--- config.mk ---
export PLATFORM = sky130hd
export DESIGN_NAME = ddr3_cmd_guard
export DESIGN_NICKNAME = d
export VERILOG_FILES = /design/src/rtl/ddr3_guard_pkg.sv /design/src/rtl/ddr3_span_timer.sv /design/src/rtl/ddr3_bank_track.sv /design/src/rtl/ddr3_act_window.sv /design/src/rtl/ddr3_cmd_guard.sv
export SDC_FILE = /design/constraint.sdc
export NUM_CORES = 1
export LEC_CHECK = 0
export BUFFER_PORTS_ARGS = -buffer_cell sky130_fd_sc_hd__buf_2
export CAP_MARGIN = 20
export CORE_MARGIN = 8
export CORE_UTILIZATION = 40
export CTS_CLUSTER_SIZE = 8
export DETAILED_ROUTE_END_ITERATION = 16
export PLACE_DENSITY_LB_ADDON = 0.15
export SLEW_MARGIN = 20
export SYNTH_ARGS = -nofsm -noshare
export SYNTH_HDL_FRONTEND = slang
export SYNTH_SLANG_ARGS = --single-unit
export TNS_END_PERCENT = 30
--- constraint.sdc ---
create_clock -name clk -period 6.5 [get_ports clk]
set_clock_uncertainty 0.2 [all_clocks]
set_input_delay 0.65 -clock clk [delete_from_list [all_inputs] [get_ports clk]]
set_output_delay 0.65 -clock clk [all_outputs]
set_load 0.02 [all_outputs]
--- src/rtl/ddr3_guard_pkg.sv ---
`timescale 1ns/1ps
package ddr3_guard_pkg;

   typedef enum logic [3:0] {
      CMD_DESEL, CMD_NOP, CMD_ACT, CMD_RD, CMD_WR,
      CMD_PRE, CMD_REF, CMD_MRS, CMD_ZQ
   } cmd_e;

   typedef enum logic [3:0] {
      V_NONE  = 4'd0,  V_RFC  = 4'd1, V_MODE = 4'd2, V_NOROW = 4'd3,
      V_OPEN  = 4'd4,  V_RCD  = 4'd5, V_RAS  = 4'd6, V_RP    = 4'd7,
      V_RC    = 4'd8,  V_RRD  = 4'd9, V_FAW  = 4'd10
   } viol_e;

   function automatic cmd_e decode_cmd(input logic cs_n, input logic ras_n,
                                       input logic cas_n, input logic we_n);
      if (cs_n) return CMD_DESEL;
      case ({ras_n, cas_n, we_n})
         3'b111:  return CMD_NOP;
         3'b011:  return CMD_ACT;
         3'b101:  return CMD_RD;
         3'b100:  return CMD_WR;
         3'b010:  return CMD_PRE;
         3'b001:  return CMD_REF;
         3'b000:  return CMD_MRS;
         default: return CMD_ZQ;
      endcase
   endfunction

   function automatic int unsigned max2(input int unsigned a, input int unsigned b);
      return (a > b) ? a : b;
   endfunction

endpackage

--- src/rtl/ddr3_span_timer.sv ---
`timescale 1ns/1ps
module ddr3_span_timer #(
   parameter int unsigned W    = 9,
   parameter int unsigned SPAN = 14
) (
   input  logic clk,
   input  logic rst_n,
   input  logic start,
   output logic expired
);
   generate
      if (SPAN <= 1) begin : g_trivial
         logic unused_trivial_ins;
         assign unused_trivial_ins = clk ^ rst_n ^ start;
         assign expired = 1'b1;
      end else begin : g_count
         if ((1 << W) <= SPAN - 1) begin : g_bad_w
            $fatal(1, "ddr3_span_timer: width too small for span");
         end
         logic [W-1:0] remain;
         always_ff @(posedge clk) begin
            if (!rst_n)          remain <= '0;
            else if (start)      remain <= W'(SPAN - 1);
            else if (remain != 0) remain <= remain - 1'b1;
         end
         assign expired = (remain == '0);
      end
   endgenerate
endmodule

--- src/rtl/ddr3_bank_track.sv ---
`timescale 1ns/1ps
module ddr3_bank_track #(
   parameter int unsigned W    = 9,
   parameter int unsigned TRCD = 14,
   parameter int unsigned TRAS = 36,
   parameter int unsigned TRP  = 14,
   parameter int unsigned TRC  = 50
) (
   input  logic clk,
   input  logic rst_n,
   input  logic act,
   input  logic pre,
   output logic is_open,
   output logic rcd_ok,
   output logic ras_ok,
   output logic rp_ok,
   output logic rc_ok
);
   always_ff @(posedge clk) begin
      if (!rst_n)   is_open <= 1'b0;
      else if (act) is_open <= 1'b1;
      else if (pre) is_open <= 1'b0;
   end

   ddr3_span_timer #(.W(W), .SPAN(TRCD)) u_rcd (.clk(clk), .rst_n(rst_n), .start(act), .expired(rcd_ok));
   ddr3_span_timer #(.W(W), .SPAN(TRAS)) u_ras (.clk(clk), .rst_n(rst_n), .start(act), .expired(ras_ok));
   ddr3_span_timer #(.W(W), .SPAN(TRC))  u_rc  (.clk(clk), .rst_n(rst_n), .start(act), .expired(rc_ok));
   ddr3_span_timer #(.W(W), .SPAN(TRP))  u_rp  (.clk(clk), .rst_n(rst_n), .start(pre), .expired(rp_ok));
endmodule

--- src/rtl/ddr3_act_window.sv ---
`timescale 1ns/1ps
module ddr3_act_window #(
   parameter int unsigned W     = 9,
   parameter int unsigned TRRD  = 6,
   parameter int unsigned TFAW  = 27,
   parameter int unsigned DEPTH = 4
) (
   input  logic clk,
   input  logic rst_n,
   input  logic act,
   output logic rrd_ok,
   output logic faw_ok
);
   localparam int unsigned PTR_W = (DEPTH > 1) ? $clog2(DEPTH) : 1;

   logic [PTR_W-1:0] oldest;
   logic [DEPTH-1:0] slot_free;

   ddr3_span_timer #(.W(W), .SPAN(TRRD)) u_rrd (.clk(clk), .rst_n(rst_n), .start(act), .expired(rrd_ok));

   generate
      for (genvar i = 0; i < DEPTH; i++) begin : g_slot
         ddr3_span_timer #(.W(W), .SPAN(TFAW)) u_slot (
            .clk(clk), .rst_n(rst_n),
            .start(act && (oldest == PTR_W'(i))),
            .expired(slot_free[i]));
      end
   endgenerate

   always_ff @(posedge clk) begin
      if (!rst_n) oldest <= '0;
      else if (act) oldest <= (oldest == PTR_W'(DEPTH - 1)) ? '0 : oldest + 1'b1;
   end

   assign faw_ok = slot_free[oldest];
endmodule

--- src/rtl/ddr3_cmd_guard.sv ---
`timescale 1ns/1ps
module ddr3_cmd_guard
   import ddr3_guard_pkg::*;
#(
   parameter int unsigned BA_W     = 3,
   parameter int unsigned ADDR_W   = 16,
   parameter int unsigned AP_BIT   = 10,
   parameter int unsigned TRCD     = 14,
   parameter int unsigned TRAS     = 36,
   parameter int unsigned TRP      = 14,
   parameter int unsigned TRC      = 50,
   parameter int unsigned TRRD     = 6,
   parameter int unsigned TFAW     = 27,
   parameter int unsigned FAW_ACTS = 4,
   parameter int unsigned TRFC     = 279,
   parameter int unsigned TMRD     = 4,
   parameter int unsigned TMOD     = 12
) (
   input  logic              clk,
   input  logic              rst_n,
   input  logic              cs_n,
   input  logic              ras_n,
   input  logic              cas_n,
   input  logic              we_n,
   input  logic [BA_W-1:0]   ba,
   input  logic [ADDR_W-1:0] addr,
   output logic              cmd_ok,
   output logic              viol_pulse,
   output logic [3:0]        viol_code
);
   localparam int unsigned BANKS = 1 << BA_W;
   localparam int unsigned TMAX  = max2(max2(max2(TRCD, TRAS), max2(TRP, TRC)),
                                        max2(max2(TRRD, TFAW), max2(TRFC, max2(TMRD, TMOD))));
   localparam int unsigned CNT_W = $clog2(TMAX + 1);

   generate
      if (AP_BIT >= ADDR_W) begin : g_bad_ap
         $fatal(1, "ddr3_cmd_guard: AP_BIT outside address");
      end
      if (FAW_ACTS < 1) begin : g_bad_faw
         $fatal(1, "ddr3_cmd_guard: FAW_ACTS must be at least 1");
      end
   endgenerate

   cmd_e  cmd;
   viol_e cause;
   logic  all_bank;
   logic  unused_addr_bits;
   logic  take_act, take_pre, take_ref, take_mrs;
   logic  rfc_ok, mrd_ok, mod_ok, rrd_ok, faw_ok;
   logic [BANKS-1:0] open_v, rcd_v, ras_v, rp_v, rc_v;
   logic  all_ras_ok;

   assign cmd              = decode_cmd(cs_n, ras_n, cas_n, we_n);
   assign all_bank         = addr[AP_BIT];
   assign unused_addr_bits = ^addr;

   assign take_act = cmd_ok && (cmd == CMD_ACT);
   assign take_pre = cmd_ok && (cmd == CMD_PRE);
   assign take_ref = cmd_ok && (cmd == CMD_REF);
   assign take_mrs = cmd_ok && (cmd == CMD_MRS);

   generate
      for (genvar b = 0; b < BANKS; b++) begin : g_bank
         ddr3_bank_track #(.W(CNT_W), .TRCD(TRCD), .TRAS(TRAS), .TRP(TRP), .TRC(TRC)) u_bank (
            .clk(clk), .rst_n(rst_n),
            .act(take_act && (ba == BA_W'(b))),
            .pre(take_pre && (all_bank || (ba == BA_W'(b)))),
            .is_open(open_v[b]), .rcd_ok(rcd_v[b]), .ras_ok(ras_v[b]),
            .rp_ok(rp_v[b]), .rc_ok(rc_v[b]));
      end
   endgenerate

   ddr3_act_window #(.W(CNT_W), .TRRD(TRRD), .TFAW(TFAW), .DEPTH(FAW_ACTS)) u_window (
      .clk(clk), .rst_n(rst_n), .act(take_act), .rrd_ok(rrd_ok), .faw_ok(faw_ok));

   ddr3_span_timer #(.W(CNT_W), .SPAN(TRFC)) u_rfc (.clk(clk), .rst_n(rst_n), .start(take_ref), .expired(rfc_ok));
   ddr3_span_timer #(.W(CNT_W), .SPAN(TMRD)) u_mrd (.clk(clk), .rst_n(rst_n), .start(take_mrs), .expired(mrd_ok));
   ddr3_span_timer #(.W(CNT_W), .SPAN(TMOD)) u_mod (.clk(clk), .rst_n(rst_n), .start(take_mrs), .expired(mod_ok));

   assign all_ras_ok = &(~open_v | ras_v);

   // Cause selection: refresh recovery, mode recovery, bank state, then spacings.
   always_comb begin
      cause = V_NONE;
      if (cmd != CMD_DESEL && cmd != CMD_NOP) begin
         if (!rfc_ok)                                     cause = V_RFC;
         else if ((cmd == CMD_MRS) ? !mrd_ok : !mod_ok)   cause = V_MODE;
         else begin
            case (cmd)
               CMD_ACT: begin
                  if (open_v[ba])      cause = V_OPEN;
                  else if (!rp_v[ba])  cause = V_RP;
                  else if (!rc_v[ba])  cause = V_RC;
                  else if (!rrd_ok)    cause = V_RRD;
                  else if (!faw_ok)    cause = V_FAW;
               end
               CMD_RD, CMD_WR: begin
                  if (!open_v[ba])     cause = V_NOROW;
                  else if (!rcd_v[ba]) cause = V_RCD;
               end
               CMD_PRE: begin
                  if (all_bank) begin
                     if (!all_ras_ok)  cause = V_RAS;
                  end else if (!open_v[ba]) cause = V_NOROW;
                  else if (!ras_v[ba])      cause = V_RAS;
               end
               default: cause = V_NONE;
            endcase
         end
      end
   end

   assign cmd_ok = (cause == V_NONE);

   always_ff @(posedge clk) begin
      if (!rst_n) begin
         viol_pulse <= 1'b0;
         viol_code  <= 4'd0;
      end else begin
         viol_pulse <= !cmd_ok;
         viol_code  <= cause;
      end
   end
endmodule

==> Word-level counts from Yosys, hierarchy flattened <==
Index checks and enable logic that the tools add are counted.
{ "classes": {"addsub": 41, "order_cmp": 2, "n_eq_ne": 23, "mux": 129, "bitwise": 3, "n_reduce_logical": 194} }
{ "ops": {"columns": ["op", "n"], "rows": [
  ["9-bit zero test", 40],
  ["9-bit nonzero test", 40],
  ["9-bit by 1-bit subtractor with 9-bit output (second input constant)", 40],
  ["6-bit 2-to-1 mux", 32],
  ["4-bit 2-to-1 mux", 45],
  ["2-bit nonzero test", 48],
  ["2-bit OR reduction", 24],
  ["5-bit 2-to-1 mux", 8],
  ["4-bit one-hot mux with 7 select lines", 1],
  ["1-bit logical AND", 25],
  ["1-bit 2-to-1 mux", 24],
  ["3-bit == test (second input constant)", 7],
  ["3-bit 2-to-1 mux", 7],
  ["9-bit 2-to-1 mux", 2],
  ["4-bit by 3-bit == test with 1-bit output (second input constant)", 4],
  ["1-bit binary-select mux with 3-bit select", 5],
  ["3-bit by 2-bit == test with 1-bit output (second input constant)", 4],
  ["4-bit one-hot mux with 3 select lines", 1],
  ["4-bit by 2-bit == test with 1-bit output (second input constant)", 2],
  ["1-bit logical OR", 8],
  ["8-bit inverter", 1],
  ["8-bit OR", 1],
  ["8-bit AND reduction", 1],
  ["3-bit by 1-bit == test with 1-bit output (second input constant)", 2],
  ["other kinds (14)", 20]
]} }
{ "word_totals": {"ff_bits": 375, "inputBits": 25, "output_inout_bits": 6} }

==> Depth between registers and ports, before layout <==
Gate-level depths: netlist (run 1).
{ "depth": {"word_depth": 17, "depth_mapped": 13, "depth_no_buf": 10} }

==> Cells and area by module <==
From an unflattened synthesis (run 1), not the netlist that was laid out.
{ "unflattened": {"cells_unflattened": 2131, "area_unflattened_um2": 20375.8} }
{ "modules_own_cells": {"columns": ["mod", "instances", "cells_per_inst", "area_per_inst_um2", "seq_area_each_um2"], "rows": [
  ["ddr3_span_timer (g_bank[0].u_bank.u_rcd ...)", 16, 47, 464.2, 180.2],
  ["ddr3_span_timer (g_bank[0].u_bank.u_rc ...)", 8, 47, 478.0, 180.2],
  ["ddr3_span_timer (g_bank[0].u_bank.u_ras ...)", 8, 51, 464.2, 180.2],
  ["ddr3_span_timer (u_window.g_slot[0].u_slot ...)", 3, 53, 456.7, 180.2],
  ["ddr3_cmd_guard", 1, 141, 1176.1, 100.1],
  ["ddr3_span_timer (u_mrd)", 1, 51, 491.7, 180.2],
  ["ddr3_span_timer (u_window.g_slot[3].u_slot)", 1, 55, 483.0, 180.2],
  ["ddr3_span_timer (u_mod)", 1, 48, 465.4, 180.2],
  ["ddr3_span_timer (u_rfc)", 1, 49, 461.7, 180.2],
  ["ddr3_span_timer (u_window.u_rrd)", 1, 49, 446.7, 180.2],
  ["ddr3_bank_track", 8, 3, 41.3, 20.0],
  ["ddr3_act_window", 1, 19, 186.4, 40.0]
]} }

==> Worst setup path after synthesis (run 1) <==
OpenSTA, ideal clock, no wires.
{ "synth_timing": {"kind": "reg2out", "from": "reg u_window.g_slot[0].u_slot.g_count.remain[0]", "to": "out cmd_ok", "t_arrival_ns": 3.336, "t_required_ns": 5.650, "path_slack_ns": 2.314, "path_stages_with_launch": 13, "path_buffers": 2, "cell_sequence": "dfxtp_1 -> inv_1 -> ha_1 -> or4b_1 -> or4b_1 -> clkbuf_1 -> mux4_2 -> and3_1 -> a22oi_2 -> a221oi_2 -> buf_2 -> a21o_1 -> nor3_1"} }
{ "synth_between": {"elab_chain_len": 13} }
{ "synth_rtl": {"columns": ["item", "line_no", "source"], "rows": [
  ["from (decl)", "ddr3_span_timer.sv:20", "logic [W-1:0] remain;"],
  ["from (signal assigned)", "ddr3_span_timer.sv:23", "else if (start) remain <= W'(SPAN - 1);"],
  ["from (signal assigned)", "ddr3_span_timer.sv:24", "else if (remain != 0) remain <= remain - 1'b1;"],
  ["9-bit zero test", "ddr3_span_timer.sv:26", "assign expired = (remain == '0);"],
  ["1-bit binary-select mux with 2-bit select", "ddr3_act_window.sv:35", "assign faw_ok = slot_free[oldest];"],
  ["1-bit 2-to-1 mux (implied by the code)", "ddr3_act_window.sv:35", null],
  ["4-bit 2-to-1 mux", "ddr3_cmd_guard.sv:96", "else if (!faw_ok) cause = V_FAW;"],
  ["4-bit 2-to-1 mux", "ddr3_cmd_guard.sv:95", "else if (!rrd_ok) cause = V_RRD;"],
  ["4-bit 2-to-1 mux", "ddr3_cmd_guard.sv:94", "else if (!rc_v[ba]) cause = V_RC;"],
  ["4-bit 2-to-1 mux", "ddr3_cmd_guard.sv:93", "else if (!rp_v[ba]) cause = V_RP;"],
  ["4-bit 2-to-1 mux", "ddr3_cmd_guard.sv:92", "if (open_v[ba]) cause = V_OPEN;"],
  ["4-bit one-hot mux with 3 select lines", "ddr3_cmd_guard.sv:90", "case (cmd)"],
  ["4-bit 2-to-1 mux", "ddr3_cmd_guard.sv:88", "else if ((cmd == CMD_MRS) ? !mrd_ok : !mod_ok) cause = V_MODE;"],
  ["4-bit 2-to-1 mux", "ddr3_cmd_guard.sv:87", "if (!rfc_ok) cause = V_RFC;"],
  ["4-bit 2-to-1 mux", "ddr3_cmd_guard.sv:86", "if (cmd != CMD_DESEL && cmd != CMD_NOP) begin"],
  ["4-bit zero test", "ddr3_cmd_guard.sv:114", "assign cmd_ok = (cause == V_NONE);"],
  ["to (decl)", "ddr3_cmd_guard.sv:27", "output logic cmd_ok,"]
]} }
Every way passes these cells. The select of a mux whose other input is x is not followed.

==> Worst setup path after layout (run 1) <==
{ "layout_timing": {"from": "reg g_bank[6].u_bank.u_rcd.g_count.remain[4]", "to": "out cmd_ok"} }
{ "layout_between": {"elab_chain_len": 10} }
{ "layout_rtl": {"columns": ["item", "line_no", "source"], "rows": [
  ["from (decl)", "ddr3_span_timer.sv:20", null],
  ["from (signal assigned)", "ddr3_span_timer.sv:23", null],
  ["from (signal assigned)", "ddr3_span_timer.sv:24", null],
  ["9-bit zero test", "ddr3_span_timer.sv:26", null],
  ["1-bit binary-select mux with 3-bit select", "ddr3_cmd_guard.sv:100", "else if (!rcd_v[ba]) cause = V_RCD;"],
  ["1-bit 2-to-1 mux (implied by the code)", "ddr3_cmd_guard.sv:100", null],
  ["3-bit 2-to-1 mux", "ddr3_cmd_guard.sv:100", null],
  ["3-bit 2-to-1 mux", "ddr3_cmd_guard.sv:99", "if (!open_v[ba]) cause = V_NOROW;"],
  ["4-bit one-hot mux with 3 select lines", "ddr3_cmd_guard.sv:90", null],
  ["4-bit 2-to-1 mux", "ddr3_cmd_guard.sv:88", null],
  ["4-bit 2-to-1 mux", "ddr3_cmd_guard.sv:87", null],
  ["4-bit 2-to-1 mux", "ddr3_cmd_guard.sv:86", null],
  ["4-bit zero test", "ddr3_cmd_guard.sv:114", null]
]} }
Every way passes these cells. The select of a mux whose other input is x is not followed.

==> Flow_metrics.wiki, run 1 <==
{| class="wikitable"
! Metric !! Value
|-
| Post-CTS Hold Fix Bufs || 0
|-
| Post-synth EDFFs || 0
|-
| Fraction of final layout cells with drive strength greater than 1 || 5.93%
|-
| Post-CTS sizing || 0
|-
| Proportion of power drawn by the clock network || 20.5%
|-
| Post-Synthesis Mean Instance Area || 8.72 um2
|-
| Sequential cell area fraction in the yosys report || 40.1%
|-
| Detailed router's first-iteration violation count || 784
|-
| Signal arrival time at the worst endpoint || 4.28 ns
|-
| Routed length on met3 || 2.05 mm
|-
| Via count normalized by instance count || 5.54
|-
| Combinational Power Share || 45.7%
|-
| Finished Layout Cells || 2747
|-
| Hold slack || 0.230 ns
|-
| Post-Synthesis Net Count || 2254
|-
| Final Max Slew Viols || 0
|-
| Routability congestion estimate from global placement || 0.804
|-
| Period utilisation layout || 78.9%
|-
| Post-detailed-route count of antenna-violating nets || 0
|-
| Total routed wirelength || 42.9 mm
|-
| Setup repair after global routing missed its margin || false
|-
| Initial antenna violation count || 0
|-
| Clock Latency Late Sink || 0.59 ns
|-
| DIE WIDTH || 232 um
|-
| Total global-route track usage || 15.6%
|-
| Main synth FF type || sky130_fd_sc_hd__dfxtp_1
|-
| Number of port buffers || 15
|-
| Number of global-route vias before repair || 14400
|-
| Number of violations of the max-capacitance limit || 0
|-
| Sequential share of power || 33.7%
|-
| Number of placement rows || 79
|-
| Clock Tree Buf Depth || 3
|-
| Amount of wire on met2 after detailed routing || 19.0 mm
|-
| Overflow after GRT || 0
|-
| Detailed-router iteration count before antenna repair || 5
|-
| Leakage power figure || 7.82 nW
|-
| Critical path startpoint category || flip-flop
|-
| Via count || 15200
|-
| Final net count || 2245
|-
| Outcome || finished clean
|-
| Number of diodes added for antenna fixing || 0
|-
| Instance count after placement with tap cells included || 2692
|-
| Highest attainable clock frequency || 195 MHz
|-
| Worst Setup Path Type || flip-flop to output pin
|-
| Kind of end point of the critical path || output pin
|-
| Met1 Wirelength || 20.9 mm
|-
| Number of standard cells after synthesis || 2148
|-
| Async SR Flop Fraction || 0%
|-
| Count of warnings emitted by yosys || 0
|-
| Power dissipated by switching net loads || 4.46 mW
|-
| Overall die area || 54000 um2
|-
| Number of H-tree levels || 2
|-
| Share of the synthesized area in the top cell type || 40.1%
|-
| Clk sinks || 375
|-
| Remaining design rule violation count || 0
|-
| Core outline area || 46400 um2
|-
| FF+latch count, synth || 375
|-
| Internal Dissipation || 6.98 mW
|-
| Total clock buffers created by CTS || 52
|-
| CTS tree || yes
|-
| Power density over the cells || 554 nW/um2
|-
| Max FO, Critical Path || 10
|-
| Buffers inserted by post-CTS timing repair || 0
|-
| Post-synthesis to final-layout area growth || 10.3%
|-
| Root buf cell || sky130_fd_sc_hd__clkbuf_16
|-
| Headroom to the max-slew limit || 28.8%
|-
| Synthesized cell area || 18700 um2
|-
| Yosys top cell by area || sky130_fd_sc_hd__dfxtp_1
|-
| Final count of hold timing violations || 0
|-
| Uppermost metal layer occupied by signal nets || met4
|-
| Initial Utilization || 40.4%
|-
| Placed wire-length estimate || 27.3 mm
|-
| Count of distinct cell types in the synthesized netlist || 68
|-
| Final-report setup violation count || 0
|-
| Die Span Y || 232 um
|-
| Worst hold path class || flip-flop to flip-flop
|-
| Pin count of the biggest net entering global routing || 148
|-
| Global-route wire length before repair || 71.2 mm
|-
| Proportion of total power due to net switching || 39.0%
|-
| Total of fill cells in the finished design || 4511
|-
| Clock period minus worst slack || 5.13 ns
|-
| Worst Tran Pin Value || 1.04 ns
|-
| Total negative slack || 0 ns
|-
| Cells taking the most area after synthesis || sky130_fd_sc_hd__dfxtp_1 40%, sky130_fd_sc_hd__xnor2_1 6.6%, sky130_fd_sc_hd__ha_1 5.4%
|-
| Required @ worst endpoint || 5.65 ns
|-
| Final core occ || 44.6%
|-
| Clock-pin slew reported for the worst setup and hold paths after clock tree synthesis || 0.05 ns
|-
| Number of top-level pins || 31
|-
| Worst IR Drop VDD || 0.251 mV
|-
| Drt wl/cell || 15.6 um
|}
==> metrics by stage <==
stage	instance area, um2	worst slack (ns)	power, mW
2_1_floorplan	18700	2.31	8.14
3_3_place_gp	19300	1.54	9.02
3_5_place_dp	19300	1.48	9.12
4_1_cts	20700	1.39	11.6
5_1_grt	20700	1.09	12.5
6_report	20700	1.37	11.4
==> worst paths after layout <==
| check | slack, ns | to | start | cells past startpoint |
|---|---|---|---|---|
| worst max-delay path | 1.37 | cmd_ok | g_bank[6].u_bank.u_rcd.g_count.remain[4] | 8 |
| worst min-delay path | 0.23 | u_mrd.g_count.remain[8] | u_mrd.g_count.remain[8] | 2 |
| worst max register to register | 1.57 | g_bank[6].u_bank.u_rc.g_count.remain[0] | g_bank[6].u_bank.u_rcd.g_count.remain[4] | 9 |
| worst min register to register | 0.23 | u_mrd.g_count.remain[8] | u_mrd.g_count.remain[8] | 2 |
==> flip-flops by register name, indices dropped and copies added, names as in the netlist <==
signal                                 count
g_bank.u_bank.u_rp.g_count.remain         72
g_bank.u_bank.u_rcd.g_count.remain        72
u_mrd.g_count.remain                       9
u_mod.g_count.remain                       9
u_window.g_slot.u_slot.g_count.remain     36
u_window.oldest                            2
g_bank.u_bank.is_open                      8
viol_code                                  4
u_rfc.g_count.remain                       9
g_bank.u_bank.u_rc.g_count.remain         72
viol_pulse                                 1
u_window.u_rrd.g_count.remain              9
g_bank.u_bank.u_ras.g_count.remain        72
==> cells in the mapped netlist (4+ instances only) <==
cell	number
sky130_fd_sc_hd__or4_1	14
sky130_fd_sc_hd__mux2i_1	13
sky130_fd_sc_hd__inv_1	91
sky130_fd_sc_hd__nor4_1	56
sky130_fd_sc_hd__buf_6	6
sky130_fd_sc_hd__nand2_1	172
sky130_fd_sc_hd__a21boi_0	5
sky130_fd_sc_hd__nor2b_1	5
sky130_fd_sc_hd__o22ai_1	70
sky130_fd_sc_hd__xor2_1	84
sky130_fd_sc_hd__a31o_2	4
sky130_fd_sc_hd__and3b_1	7
sky130_fd_sc_hd__nor2_1	143
sky130_fd_sc_hd__nand3_1	71
sky130_fd_sc_hd__and3_1	33
sky130_fd_sc_hd__dfxtp_1	375
sky130_fd_sc_hd__a22oi_1	8
sky130_fd_sc_hd__o31ai_1	7
sky130_fd_sc_hd__or3_1	16
sky130_fd_sc_hd__o211ai_1	28
sky130_fd_sc_hd__nor3_2	4
sky130_fd_sc_hd__o21ai_0	41
sky130_fd_sc_hd__a211o_1	8
sky130_fd_sc_hd__nand2b_1	16
sky130_fd_sc_hd__ha_1	81
sky130_fd_sc_hd__o22a_1	4
sky130_fd_sc_hd__a211oi_1	108
sky130_fd_sc_hd__a21o_1	7
sky130_fd_sc_hd__o21a_1	13
sky130_fd_sc_hd__nand4b_1	21
sky130_fd_sc_hd__xnor2_1	142
sky130_fd_sc_hd__a31oi_1	8
sky130_fd_sc_hd__buf_2	16
sky130_fd_sc_hd__nand3b_1	14
sky130_fd_sc_hd__mux2_2	10
sky130_fd_sc_hd__nor4b_1	18
sky130_fd_sc_hd__nor3_1	152
sky130_fd_sc_hd__nand4_1	18
sky130_fd_sc_hd__clkbuf_1	73
sky130_fd_sc_hd__nor3b_1	9
sky130_fd_sc_hd__a21oi_1	118
sky130_fd_sc_hd__and2_1	8
sky130_fd_sc_hd__a2111oi_0	8
==> placed cells by master (no fill, tap or decap), types with 28 or more instances in the layout <==
cell type                     n
sky130_fd_sc_hd__ha_1        81
sky130_fd_sc_hd__nor2_1     143
sky130_fd_sc_hd__xnor2_1    142
sky130_fd_sc_hd__xor2_1      84
sky130_fd_sc_hd__nand3_1     71
sky130_fd_sc_hd__a21oi_1    118
sky130_fd_sc_hd__nand2_1    172
sky130_fd_sc_hd__and3_1      33
sky130_fd_sc_hd__o22ai_1     70
sky130_fd_sc_hd__clkbuf_16   52
sky130_fd_sc_hd__o211ai_1    28
sky130_fd_sc_hd__dfxtp_1    375
sky130_fd_sc_hd__o21ai_0     41
sky130_fd_sc_hd__nor3_1     151
sky130_fd_sc_hd__inv_1       90
sky130_fd_sc_hd__nor4_1      56
sky130_fd_sc_hd__a211oi_1   108
==> per-layer routing <==
layer	up-vias	global-route usage (%)
met5	-	0
met1	7175	20.9
met2	219	25.1
li1	7749	-
met3	65	2.91
met4	0	5.02
==> final cells by class <==
type                            count  area [um2]  area share, %
Clock buffer                       53        1310           6.32
Inverter                           91         349           1.69
Multi-Input combinational cell   1584       10500           50.7
Timing Repair Buffer               35         240           1.16
Clock inverter                      2        25.0          0.121
Tap cell                          607         759           3.68
Sequential cell                   375        7510           36.3
==> kinds of logic after synthesis <==
kind of cell / synth area share, %
simple gates: 22.1
compound gates: 16.0
flops: 40.1
xor+xnor: 10.6
buf+inv: 4.16
fa+ha+maj: 5.41
mux: 1.66
==> power groups by stage <==
stage          Clock [mW]  Combinational [mW]  Sequential (mW)
6_report             2.35                5.23             3.86
4_1_cts              2.44                5.27             3.86
3_5_place_dp            0                5.24             3.88
5_1_grt              2.52                5.99             3.98
2_1_floorplan           0                4.40             3.74
3_3_place_gp            0                5.14             3.87
==> critical path: stages, from the launching register on <==
cell	delay, ns
sky130_fd_sc_hd__dfxtp_1	0.34
sky130_fd_sc_hd__nor4_1	0.40
sky130_fd_sc_hd__nand4b_1	0.53
sky130_fd_sc_hd__a22oi_1	0.34
sky130_fd_sc_hd__nand4_1	0.25
sky130_fd_sc_hd__a31oi_1	0.89
sky130_fd_sc_hd__o22ai_1	0.41
sky130_fd_sc_hd__nor3_1	0.31
sky130_fd_sc_hd__buf_2	0.22
Power figures use the tool's default switching activity.
==> run 2, diff against run 1 <==
==> constraint.sdc (replaced) <==
create_clock -name clk -period 4.15 [get_ports clk]
set_clock_uncertainty 0.2 [all_clocks]
set_input_delay 0.415 -clock clk [delete_from_list [all_inputs] [get_ports clk]]
set_output_delay 0.415 -clock clk [all_outputs]
set_load 0.02 [all_outputs]
==> Flow_metrics.wiki, run 2 (synthesis results as in run 1) <==
{| class="wikitable"
! Metric !! Value
|-
| Worst hold path class || input pin to flip-flop
|-
| Highest attainable clock frequency || 234 MHz
|-
| Detailed-router iteration count before antenna repair || 7
|-
| Commonest non-fill, non-tap cell in the layout || sky130_fd_sc_hd__dfxtp_1
|-
| Clock Tree Buf Depth || 3
|-
| CTS tree || yes
|-
| Number of diodes added for antenna fixing || 0
|-
| Outcome || complete, but fails checks
|-
| Worst Setup Path Type || flip-flop to output pin
|-
| Die Span Y || 232 um
|-
| Start of the worst register-to-register path || u_window.g_slot[0].u_slot.g_count.remain[0]
|-
| Proportion of power drawn by the clock network || 20.6%
|-
| Post-CTS Hold Fix Bufs || 0
|-
| Total global-route track usage || 16.2%
|-
| Root buf cell || sky130_fd_sc_hd__clkbuf_16
|-
| Number of placement rows || 79
|-
| Number of H-tree levels || 2
|-
| Overall die area || 54000 um2
|-
| Sequential share of power || 33.0%
|-
| Final net count || 2289
|-
| Met1 global-route usage || 22.2%
|-
| Number of global-route vias before repair || 14800
|-
| Multi-input logic area || 10500 um2
|-
| Total routed wirelength || 44.1 mm
|-
| Routability congestion estimate from global placement || 0.843
|-
| Initial antenna violation count || 0
|-
| Final core occ || 45.6%
|-
| Via count || 15400
|-
| Clock-pin slew reported for the worst setup and hold paths after clock tree synthesis || 0.05 ns
|-
| Critical path startpoint category || flip-flop
|-
| Min-delay src || rst_n
|-
| Final count of hold timing violations || 0
|-
| Headroom to the max-slew limit || 52.1%
|-
| Total of fill cells in the finished design || 4520
|-
| Final-report setup violation count || 1
|-
| Combinational Power Share || 46.4%
|-
| Commonest cells after routing, fill and taps aside || 373 x sky130_fd_sc_hd__dfxtp_1, 172 x sky130_fd_sc_hd__nand2_1, 150 x sky130_fd_sc_hd__nor3_1, 143 x sky130_fd_sc_hd__nor2_1, 142 x sky130_fd_sc_hd__xnor2_1
|-
| Power dissipated by switching net loads || 7.13 mW
|-
| Initial Utilization || 40.4%
|-
| Met2 layer usage reported by global route || 25.8%
|-
| Period utilisation layout || 103%
|-
| Number of port buffers || 15
|-
| Flip-flop and latch area || 7510 um2
|-
| Detailed router's first-iteration violation count || 846
|-
| Core outline area || 46400 um2
|-
| Worst setup slack after layout || -0.125 ns
|-
| Placed wire-length estimate || 29.0 mm
|-
| Critical path origin || u_window.g_slot[0].u_slot.g_count.remain[0]
|-
| Kind of end point of the critical path || output pin
|-
| Proportion of total power due to net switching || 38.9%
|-
| Drt wl/cell || 15.8 um
|-
| Global-route wire length before repair || 73.8 mm
|-
| Internal Dissipation || 11.2 mW
|-
| Post-detailed-route count of antenna-violating nets || 0
|-
| Number of violations of the max-capacitance limit || 0
|-
| Instance count after placement with tap cells included || 2736
|-
| Pin count of the biggest net entering global routing || 108
|-
| Total power || 18.3 mW
|-
| Post-synthesis to final-layout area growth || 13.0%
|-
| Failing checks || setup timing
|-
| Number of top-level pins || 31
|-
| Overflow after GRT || 0
|-
| Signal arrival time at the worst endpoint || 3.66 ns
|-
| DIE WIDTH || 232 um
|-
| Finished Layout Cells || 2792
|-
| Power density over the cells || 865 nW/um2
|-
| Final Max Slew Viols || 0
|-
| Layer with the highest usage || met2
|-
| Clk sinks || 375
|-
| Clock period minus worst slack || 4.28 ns
|-
| Max FO, Critical Path || 3
|-
| GR met3 Demand/Resource || 2.57%
|-
| Worst Tran Pin Value || 0.713 ns
|-
| Worst IR Drop VDD || 0.387 mV
|-
| Leakage power figure || 8.09 nW
|-
| Setup repair after global routing missed its margin || true
|-
| Remaining design rule violation count || 0
|-
| Total clock buffers created by CTS || 52
|-
| Clock Latency Late Sink || 0.60 ns
|-
| Required @ worst endpoint || 3.53 ns
|-
| Fraction of final layout cells with drive strength greater than 1 || 8.47%
|-
| Via count normalized by instance count || 5.52
|}
## run 2: cell types whose count changed in the layout (fill, tap and decap cells not counted), moves of 2 or more
cell	before	now
sky130_fd_sc_hd__dfxtp_1	375	373
sky130_fd_sc_hd__buf_12	1	5
sky130_fd_sc_hd__or4b_4	0	2
sky130_fd_sc_hd__or4b_1	2	0
sky130_fd_sc_hd__inv_2	0	2
sky130_fd_sc_hd__buf_4	20	60
sky130_fd_sc_hd__inv_1	90	88
sky130_fd_sc_hd__dfxtp_2	0	2
sky130_fd_sc_hd__a2111oi_0	8	6
sky130_fd_sc_hd__a2111oi_1	0	2
## run 2: layout make-up
cell class                      instances  share of cell area [%]
Tap cell                              607                    3.59
Inverter                               91                    1.65
Clock inverter                          2                   0.219
Clock buffer                           54                    6.29
Sequential cell                       375                    35.5
Multi-Input combinational cell       1584                    49.8
Timing Repair Buffer                   79                    2.96
## run 2: metal layers
metal	share of wire [%]	wire length (um)
met1	50	22000
met3	3.4	1510
met4	2.4	1070
met2	44	19500
met5	0	0
## run 2: path summary, 6_finish.rpt
kind	to	slack, ns	cells after the start
worst max-delay path	cmd_ok	-0.13	11
worst min-delay path	g_bank[3].u_bank.u_ras.g_count.remain[2]	0.08	3
worst min register to register	u_mrd.g_count.remain[8]	0.24	2
worst max register to register	u_window.g_slot[1].u_slot.g_count.remain[2]	0.17	13
## run 2: through the flow
| stage | hold slack (ns) | cell area, um2 | setup slack [ns] | setup TNS, ns |
|---|---|---|---|---|
| floorplan | 0.212 | 18700 | 0.199 | 0 |
| global placement | 0.220 | 19700 | 0.0910 | 0 |
| detailed placement | 0.235 | 19700 | 0.0224 | 0 |
| CTS | 0.0459 | 21100 | -0.200 | -0.200 |
| global route | 0.0772 | 21200 | -0.307 | -0.434 |
| finish | 0.0801 | 21200 | -0.125 | -0.125 |
## run 2: critical path, cell delays in order (launching register included)
cell	delay (ns)
sky130_fd_sc_hd__dfxtp_2	0.33
sky130_fd_sc_hd__inv_2	0.06
sky130_fd_sc_hd__ha_1	0.14
sky130_fd_sc_hd__or4b_4	0.46
sky130_fd_sc_hd__or4b_4	0.49
sky130_fd_sc_hd__mux4_2	0.52
sky130_fd_sc_hd__and3_4	0.18
sky130_fd_sc_hd__a22oi_2	0.21
sky130_fd_sc_hd__a221oi_4	0.11
sky130_fd_sc_hd__a21o_1	0.20
sky130_fd_sc_hd__nor3_2	0.20
sky130_fd_sc_hd__buf_4	0.18
## run 2: timing repair
action | in CTS | in global routing
endpoints found under the setup margin | 1 | 182
pin swaps | 4 | 2
buffers inserted | 1 | 0
gates resized for setup | 11 | 7
## run 2: power by group through the flow
stage | registers (mW) | clock network, mW | logic (mW)
finish | 6.05 | 3.77 | 8.49
global route | 6.23 | 4.03 | 9.71
CTS | 6.04 | 3.92 | 8.53
detailed placement | 6.08 | 0 | 8.43
global placement | 6.06 | 0 | 8.28
floorplan | 5.86 | 0 | 6.90
==> run 3, diff against run 2 <==
--- a/config.mk
+++ b/config.mk
@@ -5,10 +5,11 @@
 export SDC_FILE = /design/constraint.sdc
 export NUM_CORES = 1
 export LEC_CHECK = 0
+export ABC_AREA = 1
 export BUFFER_PORTS_ARGS = -buffer_cell sky130_fd_sc_hd__buf_2
 export CAP_MARGIN = 20
 export CORE_MARGIN = 8
-export CORE_UTILIZATION = 40
+export CORE_UTILIZATION = 50
 export CTS_CLUSTER_SIZE = 8
 export DETAILED_ROUTE_END_ITERATION = 16
 export PLACE_DENSITY_LB_ADDON = 0.15
==> Flow_metrics.wiki, run 3 <==
{| class="wikitable"
! Metric !! Value
|-
| Detailed-router iteration count before antenna repair || 5
|-
| Number of standard cells after synthesis || 2559
|-
| Post-CTS sizing || 0
|-
| Final-report setup violation count || 0
|-
| Clock Latency Late Sink || 0.56 ns
|-
| Post-synth EDFFs || 0
|-
| Drt wl/cell || 11.8 um
|-
| Global-route wire length before repair || 63.0 mm
|-
| Signal arrival time at the worst endpoint || 3.31 ns
|-
| Die Span Y || 209 um
|-
| Number of violations of the max-capacitance limit || 0
|-
| Number of placement rows || 70
|-
| Setup repair after global routing missed its margin || false
|-
| Core outline area || 36700 um2
|-
| Via count || 15200
|-
| Number of global-route vias before repair || 14300
|-
| Total routed wirelength || 36.4 mm
|-
| Cells taking the most area after synthesis || sky130_fd_sc_hd__dfxtp_1 40%, sky130_fd_sc_hd__nor2_1 10%, sky130_fd_sc_hd__xor2_1 8.6%
|-
| Total power || 18.5 mW
|-
| Outcome || finished clean
|-
| Routability congestion estimate from global placement || 0.868
|-
| Top cells by count, synth || 501 x sky130_fd_sc_hd__nor2_1, 402 x sky130_fd_sc_hd__nand2_1, 375 x sky130_fd_sc_hd__dfxtp_1, 348 x sky130_fd_sc_hd__inv_1, 190 x sky130_fd_sc_hd__a21oi_1
|-
| Sequential cell area fraction in the yosys report || 40.3%
|-
| Initial antenna violation count || 3
|-
| Number of port buffers || 15
|-
| Clock period minus worst slack || 3.93 ns
|-
| Main synth FF type || sky130_fd_sc_hd__dfxtp_1
|-
| Total negative slack || 0 ns
|-
| Count of distinct cell types in the synthesized netlist || 43
|-
| Overflow after GRT || 0
|-
| Clock Tree Buf Depth || 3
|-
| Clock-pin slew reported for the worst setup and hold paths after clock tree synthesis || 0.05 ns
|-
| Highest attainable clock frequency || 255 MHz
|-
| Synthesized cell area || 18600 um2
|-
| Remaining design rule violation count || 0
|-
| Final count of hold timing violations || 0
|-
| Final net count || 2709
|-
| Period utilisation layout || 94.6%
|-
| Root buf cell || sky130_fd_sc_hd__clkbuf_16
|-
| Initial Utilization || 50.8%
|-
| Yosys top cell by area || sky130_fd_sc_hd__dfxtp_1
|-
| Fraction of final layout cells with drive strength greater than 1 || 5.49%
|-
| Placed wire-length estimate || 25.1 mm
|-
| Worst IR Drop VDD || 0.555 mV
|-
| Leakage power figure || 9.58 nW
|-
| Total global-route track usage || 16.6%
|-
| Post-route cell area || 20500 um2
|-
| Number of H-tree levels || 2
|-
| Async SR Flop Fraction || 0%
|-
| Total clock buffers created by CTS || 52
|-
| Buffers inserted by post-CTS timing repair || 0
|-
| Commonest cells after routing, fill and taps aside || 499 x sky130_fd_sc_hd__nor2_1, 402 x sky130_fd_sc_hd__nand2_1, 375 x sky130_fd_sc_hd__dfxtp_1, 348 x sky130_fd_sc_hd__inv_1, 190 x sky130_fd_sc_hd__a21oi_1
|-
| Worst Setup Path Type || flip-flop to output pin
|-
| Critical path startpoint category || flip-flop
|-
| Clk sinks || 375
|-
| Number of top-level pins || 31
|-
| Pre-CTS worst setup slack || 0.534 ns
|-
| Count of warnings emitted by yosys || 0
|-
| Detailed router's first-iteration violation count || 698
|-
| Power density over the cells || 900 nW/um2
|-
| Worst setup slack after layout || 0.225 ns
|-
| FF+latch count, synth || 375
|-
| Number of diodes added for antenna fixing || 0
|-
| CTS tree || yes
|-
| Post-Synthesis Net Count || 2665
|-
| Post-CTS Hold Fix Bufs || 0
|-
| Post-detailed-route count of antenna-violating nets || 0
|-
| Max FO, Critical Path || 16
|-
| Most numerous cell in the Yosys netlist || sky130_fd_sc_hd__nor2_1
|-
| Via count normalized by instance count || 4.94
|-
| Post-synthesis to final-layout area growth || 10.1%
|-
| Overall die area || 43700 um2
|-
| Required @ worst endpoint || 3.53 ns
|-
| Kind of end point of the critical path || output pin
|-
| Worst hold path class || input pin to flip-flop
|-
| Instance area after placement || 19200 um2
|-
| Worst Tran Pin Value || 0.938 ns
|-
| DIE WIDTH || 209 um
|-
| Headroom to the max-slew limit || 37.5%
|-
| Commonest non-fill, non-tap cell in the layout || sky130_fd_sc_hd__nor2_1
|-
| Share of the synthesized area in the top cell type || 40.3%
|-
| Post-Synthesis Mean Instance Area || 7.29 um2
|-
| Pin count of the biggest net entering global routing || 58
|-
| Final Max Slew Viols || 0
|-
| Final core occ || 55.9%
|}
[run 3: cell count changes after synthesis, sizes merged, moves of 81 or more]
cell and change:
xor2 +99, xnor2 -102, inv +263, nand2 +244
nor3 -81, nor2 +375, a211oi -108
[run 3: critical path, cell delays in order, from the launching register on]
cell and delay, ns:
sky130_fd_sc_hd__dfxtp_1 0.30, sky130_fd_sc_hd__inv_1 0.13, sky130_fd_sc_hd__ha_1 0.17, sky130_fd_sc_hd__nand2_1 0.05
sky130_fd_sc_hd__nor2_1 0.09, sky130_fd_sc_hd__nand2_1 0.20, sky130_fd_sc_hd__nand2_1 0.11, sky130_fd_sc_hd__o21ai_0 0.09
sky130_fd_sc_hd__o21ai_0 0.35, sky130_fd_sc_hd__nand2_1 0.14, sky130_fd_sc_hd__nand2_1 0.10, sky130_fd_sc_hd__nand2_1 0.05
sky130_fd_sc_hd__nand2_1 0.07, sky130_fd_sc_hd__nand2_1 0.08, sky130_fd_sc_hd__nand2_1 0.11, sky130_fd_sc_hd__nand2_2 0.10
sky130_fd_sc_hd__nor2_8 0.35, sky130_fd_sc_hd__buf_2 0.25
[run 3: cell type report]
| class | instances | area (um2) |
|---|---|---|
| inverter | 356 | 1340 |
| multi-input combinational | 1794 | 9610 |
| tap | 468 | 586 |
| sequential | 375 | 7510 |
| clock buffer | 54 | 1330 |
| timing repair buffer | 24 | 155 |
| fill | 3448 | 16200 |
[run 3: kinds of logic (layout without fill, tap and decap cells)]
kind of cell	after synthesis	after routing	share of synthesized area, %
AOI/OAI and AO/OA	295	295	8.04
xor gates and xnor gates	223	223	10.5
adders and majority gates	81	81	5.43
buffers and inverters	390	434	8.24
DFF	375	375	40.3
and+or+nand+nor	1195	1195	27.6
[run 3: final timing paths]
check	to	slack [ns]	from	depth (start not counted)
max	cmd_ok	0.22	g_bank[4].u_bank.u_ras.g_count.remain[0]	17
min	u_rfc.g_count.remain[8]	0.08	cs_n	4
max reg2reg	g_bank[2].u_bank.u_rc.g_count.remain[6]	0.51	g_bank[4].u_bank.u_ras.g_count.remain[0]	19
min reg2reg	u_mrd.g_count.remain[8]	0.23	u_mrd.g_count.remain[8]	2
[run 3: where the power goes]
part / internal (mW) / leakage (nW) / switching [mW]
sequential: 5.04 / 3.10 / 0.887
combinational: 3.60 / 5.83 / 5.30
clock: 2.21 / 0.654 / 1.42
[run 3: through the flow]
| step | hold WS [ns] | cells |
|---|---|---|
| detailed placement | 0.227 | 3017 |
| global placement | 0.224 | 3017 |
| CTS | 0.0456 | 3071 |
| global route | 0.102 | 3071 |
| finish | 0.0818 | 3071 |
| floorplan | 0.217 | 2559 |
[run 3: per-layer routing]
metal / up-vias / GRT usage [%] / routed length (um)
met5: - / 0 / 45
met4: 6 / 4.86 / 722
met3: 61 / 3.44 / 1550
met2: 182 / 29.1 / 17000
met1: 6811 / 20.4 / 17100
li1: 8103 / - / -
